### src/rtl/tsr_pkg.sv
// Package: shared sizing defaults and helpers for the segmented tap register.
// Assumes segments are equal length and that the register depth is their product.
package tsr_pkg;
    localparam int unsigned DEF_SEG_LEN  = 16;
    localparam int unsigned DEF_NUM_SEGS = 4;

    // Zero-based index of the first stage of a segment.
    function automatic int unsigned seg_head(input int unsigned seg, input int unsigned seg_len);
        return seg * seg_len;
    endfunction

    // Zero-based index of the last stage of a segment (its tap point).
    function automatic int unsigned seg_tail(input int unsigned seg, input int unsigned seg_len);
        return seg * seg_len + seg_len - 1;
    endfunction
endpackage

### src/rtl/tsr_segment.sv
// Module: one segment of the register, a plain serial chain of flip-flops.
// bits[0] is the head stage and takes 'entry'. bits[LEN-1] is the tail stage (the tap).
// Assumes LEN >= 2. The clear is synchronous and active low.
module tsr_segment #(
    parameter int unsigned LEN = 16
) (
    input  logic           clk,
    input  logic           rst_n,
    input  logic           entry,
    output logic [LEN-1:0] bits
);
    // Advance the chain by one stage per rising edge, or clear it.
    always_ff @(posedge clk) begin
        if (!rst_n) begin
            bits <= '0;
        end else begin
            bits <= {bits[LEN-2:0], entry};
        end
    end
endmodule

### src/rtl/tsr_entry_mux.sv
// Module: picks the value entering the head of each segment.
// Segment 0 always takes the serial input. A later segment takes the tap pin before it
// in write mode, and the tail of the previous segment in shift mode.
// Assumes NSEG >= 2.
module tsr_entry_mux #(
    parameter int unsigned NSEG = 4
) (
    input  logic            din,
    input  logic            wr_en,
    input  logic [NSEG-2:0] tap_in,
    input  logic [NSEG-2:0] prev_tail,
    output logic [NSEG-1:0] entry
);
    assign entry[0] = din;

    for (genvar k = 1; k < NSEG; k++) begin : g_entry
        // Choose between the tap pin and the chained tail for segment k.
        always_comb begin
            entry[k] = wr_en ? tap_in[k-1] : prev_tail[k-1];
        end
    end
endmodule

### src/rtl/tsr_tap_drive.sv
// Module: drive side of the tap pins.
// The taps always present the segment tails. They are enabled only in shift mode, so
// that an outside source can drive them while a write is in progress.
module tsr_tap_drive #(
    parameter int unsigned NSEG = 4
) (
    input  logic            wr_en,
    input  logic [NSEG-1:0] tails,
    output logic [NSEG-1:0] tap_out,
    output logic [NSEG-1:0] tap_oe
);
    // Present tail values and compute the shared drive enable.
    always_comb begin
        tap_out = tails;
        tap_oe  = {NSEG{~wr_en}};
    end
endmodule

### src/rtl/tapshift_reg.sv
// Module: top of the segmented tap-loadable shift register.
// NUM_SEGS segments of SEG_LEN stages are chained. The segment tails are brought out
// as taps. In write mode the taps between segments feed the next segment head, so
// every segment loads at once. Assumes SEG_LEN >= 2 and NUM_SEGS >= 2.
module tapshift_reg
    import tsr_pkg::*;
#(
    parameter int unsigned SEG_LEN  = DEF_SEG_LEN,
    parameter int unsigned NUM_SEGS = DEF_NUM_SEGS
) (
    input  logic                clk,
    input  logic                rst_n,
    input  logic                din,
    input  logic                wr_en,
    input  logic [NUM_SEGS-2:0] tap_in,
    output logic [NUM_SEGS-1:0] tap_out,
    output logic [NUM_SEGS-1:0] tap_oe
);
    localparam int unsigned DEPTH = SEG_LEN * NUM_SEGS;

    logic [NUM_SEGS-1:0] entry;
    logic [NUM_SEGS-1:0] tails;
    logic [DEPTH-1:0]    stage_flat;

    tsr_entry_mux #(.NSEG(NUM_SEGS)) u_mux (
        .din       (din),
        .wr_en     (wr_en),
        .tap_in    (tap_in),
        .prev_tail (tails[NUM_SEGS-2:0]),
        .entry     (entry)
    );

    for (genvar k = 0; k < NUM_SEGS; k++) begin : g_seg
        logic [SEG_LEN-1:0] seg_bits;

        tsr_segment #(.LEN(SEG_LEN)) u_seg (
            .clk   (clk),
            .rst_n (rst_n),
            .entry (entry[k]),
            .bits  (seg_bits)
        );

        // Gather this segment into the flat stage view and take its tail.
        always_comb begin
            stage_flat[seg_head(k, SEG_LEN) +: SEG_LEN] = seg_bits;
            tails[k] = seg_bits[SEG_LEN-1];
        end
    end

    tsr_tap_drive #(.NSEG(NUM_SEGS)) u_drive (
        .wr_en   (wr_en),
        .tails   (tails),
        .tap_out (tap_out),
        .tap_oe  (tap_oe)
    );
endmodule

### config.mk
export PLATFORM = sky130hd
export DESIGN_NAME = tapshift_reg
export DESIGN_NICKNAME = d
export VERILOG_FILES = /design/src/rtl/tsr_pkg.sv /design/src/rtl/tsr_segment.sv /design/src/rtl/tsr_entry_mux.sv /design/src/rtl/tsr_tap_drive.sv /design/src/rtl/tapshift_reg.sv
export SDC_FILE = /design/constraint.sdc
export NUM_CORES = 1
export LEC_CHECK = 0
export ABC_AREA = 1
export BUFFER_PORTS_ARGS = -buffer_cell sky130_fd_sc_hd__buf_2
export CAP_MARGIN = 20
export CELL_PAD_IN_SITES_DETAIL_PLACEMENT = 1
export CELL_PAD_IN_SITES_GLOBAL_PLACEMENT = 1
export CORE_AREA = 2 2 61 107
export DETAILED_ROUTE_END_ITERATION = 16
export DIE_AREA = 0 0 63 109
export PLACE_DENSITY = 0.63
export SYNTH_ARGS = -nofsm -noshare
export SYNTH_HDL_FRONTEND = slang
export SYNTH_SLANG_ARGS = --single-unit
### constraint.sdc
create_clock -name clk -period 1.5 [get_ports clk]
set_input_delay 0.15 -clock clk [delete_from_list [all_inputs] [get_ports clk]]
set_output_delay 0.15 -clock clk [all_outputs]
set_load 0.1 [all_outputs]
; ---- Word-level counts from Yosys, hierarchy flattened
; Cells that the tools add are included.
[classes]
muxes = 3
n_bitwise = 1
[ops]
columns = op, n
row1 = 1-bit two-way mux, 3
row2 = 1-bit inverter, 1
[word_totals]
regBits = 64
input_bits = 7
out_inout_bits = 8
word_cells = 8

; ---- Longest topological paths before layout
[logic_depth]
depth_word = 1
depth_mapped = 4

; ---- By module
; A second synthesis with hierarchy kept.
[hier_totals]
hier_cells = 219
area_unflattened_um2 = 2038.2
[modules_own_cells]
columns = module, n_inst, cells_each, area_per_inst_um2
row1 = tsr_segment, 4, 50, 484.2
row2 = tsr_tap_drive, 1, 8, 56.3
row3 = tsr_entry_mux, 1, 11, 45.0

; ---- Least setup slack after synthesis
; No wires, ideal clock.
[synth_timing]
kind = input port to output port
startpoint = input wr_en
endpoint = output tap_oe[1]
t_arrival_ns = 1.195
t_required_ns = 1.350
setup_slack_ns = 0.155
stages = 2
path_buffers = 1
cell_sequence = inv_1 buf_4
[synth_via]
elab_chain_len = 1
[synth_lines]
columns = item, line_no
row1 = from (decl), tapshift_reg.sv:14  ; input logic wr_en,
row2 = 1-bit inverter, tsr_tap_drive.sv:15  ; tap_oe = {NSEG{~wr_en}};
row3 = to (decl), tapshift_reg.sv:17  ; output logic [NUM_SEGS-1:0] tap_oe
; Every way passes these cells.

; ---- Worst setup path after layout
[layout_timing]
startpoint = register g_seg[1].u_seg.bits[15]
endpoint = output tap_out[1]
[layout_lines]
columns = item, line_no
row1 = from (decl), tsr_segment.sv:10  ; output logic [LEN-1:0] bits
row2 = from (signal assigned), tsr_segment.sv:17  ; bits <= {bits[LEN-2:0], entry};
row3 = to (decl), tapshift_reg.sv:16  ; output logic [NUM_SEGS-1:0] tap_out,
; No word-level cell between the ends.

==> impl_metrics.json <==
{
  "finalWirelength_um": 2530,
  "fin_tns_setup_ns": 0,
  "dieHeight_um": 109,
  "dieArea_mm2": 0.00687,
  "slew-limit-headroom_pct": 67.9,
  "insertion_delay_ns": 0.32,
  "largest_register": "g_seg.u_seg.bits",
  "cts_buffers": 9,
  "drive_gt1_share_pct": 12.8,
  "ys_seq_area_share_pct": 66.4,
  "max_clock_freq_ghz": 0.807,
  "cts_tree": "built",
  "final_common_cell": "nand2_1",
  "finalHoldViolCount": 0,
  "syn_nets": 223,
  "cts_max_level": 3,
  "cts_setup_buffers": 0,
  "grt_start_max_net_pins": 65,
  "crit_fanout": 2,
  "syn_area_mm2": 0.00193,
  "status": "completed",
  "dp_slack_ns": 0.495,
  "layout_common_cells": "nand2_1, inv_1, dfxtp_1",
  "hpwlAfterDp_um": 1520,
  "fin_skew_ns": 0.00447,
  "multi_input_area_um2": 274,
  "ys_seq_elements": 64,
  "diodes": 0,
  "crit_path_top_delay_cell": "buf_2",
  "worstPathCellList": "buf_2",
  "cp.arrival_ns": 1.09,
  "leakage_uw": 0.00141,
  "dr.pass1.iters": 6,
  "avgSynthCellArea_um2": 8.94,
  "core_area_mm2": 0.00604,
  "fin_area_mm2": 0.00224,
  "wl_per_cell_um": 8.04,
  "place_inst": 297,
  "routed_via_density": 3.69,
  "power_density_mw_per_mm2": 1600,
  "yosysWarnings": 0,
  "post_cts_resized": 0,
  "final_cell_count_no_fill": 314,
  "critPathRequiredTime_ns": 1.35,
  "report.final.slew_viol_count": 0,
  "pin_count": 15,
  "cp_num_buf_inv": 1,
  "grtUsageMet1_pct": 9.36,
  "rsz0062_at_grt": "no",
  "ant_nets": 0,
  "cts_root_buffer": "clkbuf_8",
  "grt_pass1_wl_um": 4750,
  "slowest_delay_ns": 0.43,
  "top_regs": "g_seg.u_seg.bits: 64 flops",
  "drt_iter0_markers": 47,
  "tightestPinTransition_ns": 0.484,
  "portBuffers": 14,
  "nets": 236,
  "endpoint_kind": "output pin",
  "overflow": 0,
  "maxCapViolCount": 0,
  "seq_area_mm2": 0.00128,
  "clkSinkCount": 64,
  "worstSetupPathType": "flop to output pin",
  "ys_types": 6,
  "drc_errors": 0,
  "use_met3_pct": 3.72,
  "finalWorstSetupSlack_ns": 0.262,
  "grt_util_all_layers_pct": 9.43,
  "critical_path.startpoint_type": "flop",
  "synth_cells": 216,
  "top_usage_layer": "met2",
  "hold_buffers": 1,
  "num-fill-cells": 736,
  "holdWs_ns": 0.121,
  "vias": 1158,
  "grt_pass1_vias": 1178,
  "setup_viol": 0,
  "syn2layout_area_growth_pct": 16.3,
  "finalCritPeriodShare_pct": 82.6,
  "rows": 38,
  "cp_top_family": "buffers and inverters",
  "min_period_ns": 1.24,
  "use_met2_pct": 14.8,
  "initial_core_util_pct": 32.0,
  "clk_path_buf_depth": 2,
  "largest_reg_flops": 64,
  "antenna_found_initial": 0,
  "holdCritPathClass": "primary input to flop",
  "ir_worst_vdd_mv": 0.562,
  "cts.reportedPaths.clkPinSlew_ns": 0.07,
  "place_area_mm2": 0.00199,
  "die_x_um": 63,
  "place.gp.congestion": 0.603
}
## cell families (layout without fill, tap and decap cells)
group | count (synthesis) | count (layout) | synth area share [%]
DFF | 64 | 64 | 66.4
and+or+nand+nor | 73 | 73 | 14.2
buffers and inverters | 79 | 97 | 19.4
## layer usage
metal	vias up	share of wire, %
met2	15	48
met5	-	0
li1	598	-
met3	7	3.1
met1	538	47
met4	0	2.4
## path summary, 6_finish.rpt
kind / depth (start not counted) / to / slack [ns] / startpoint
max: 1 / tap_out[1] / 0.26 / g_seg[1].u_seg.bits[15]
min: 5 / g_seg[1].u_seg.bits[0] / 0.12 / tap_in[0]
max reg2reg: 2 / g_seg[3].u_seg.bits[0] / 0.94 / g_seg[2].u_seg.bits[15]
min reg2reg: 2 / g_seg[0].u_seg.bits[7] / 0.41 / g_seg[0].u_seg.bits[6]
## synthesized netlist by cell type (all sizes together)
cell type / count / area share [%]
nand2: 67 / 13
inv: 65 / 13
dfxtp: 64 / 66
buf: 14 / 6.8
nor2: 6 / 1.2
## area by class of cell
type | count | share of cell area (%)
Clock buffer | 11 | 6.30
Multi-Input combinational cell | 73 | 12.2
Timing Repair Buffer | 16 | 4.46
Tap cell | 80 | 4.46
Inverter | 65 | 10.9
Clock inverter | 5 | 4.63
Sequential cell | 64 | 57.1
## stage by stage
step                      utilization, %  power (uW)
after global placement              32.9        1870
after global routing                37.2        3760
after detailed placement            32.9        1870
after CTS                           37.2        3670
final                               37.2        3590
after floorplan                        -        1860
## where the power goes
part,leakage [uW],switching (uW),internal (uW),total [uW]
Sequential,0.000517,4.16,1720,1720
Clock,0.000124,609,1150,1760
Combinational,0.000767,84.0,26.2,110
## worst min-delay path, stage by stage
cell,delay (ns)
buf_2,0.10
inv_1,0.04
nand2_1,0.04
nand2_1,0.05
nor2_1,0.03
No activity file was read; power rests on OpenSTA's default activity.
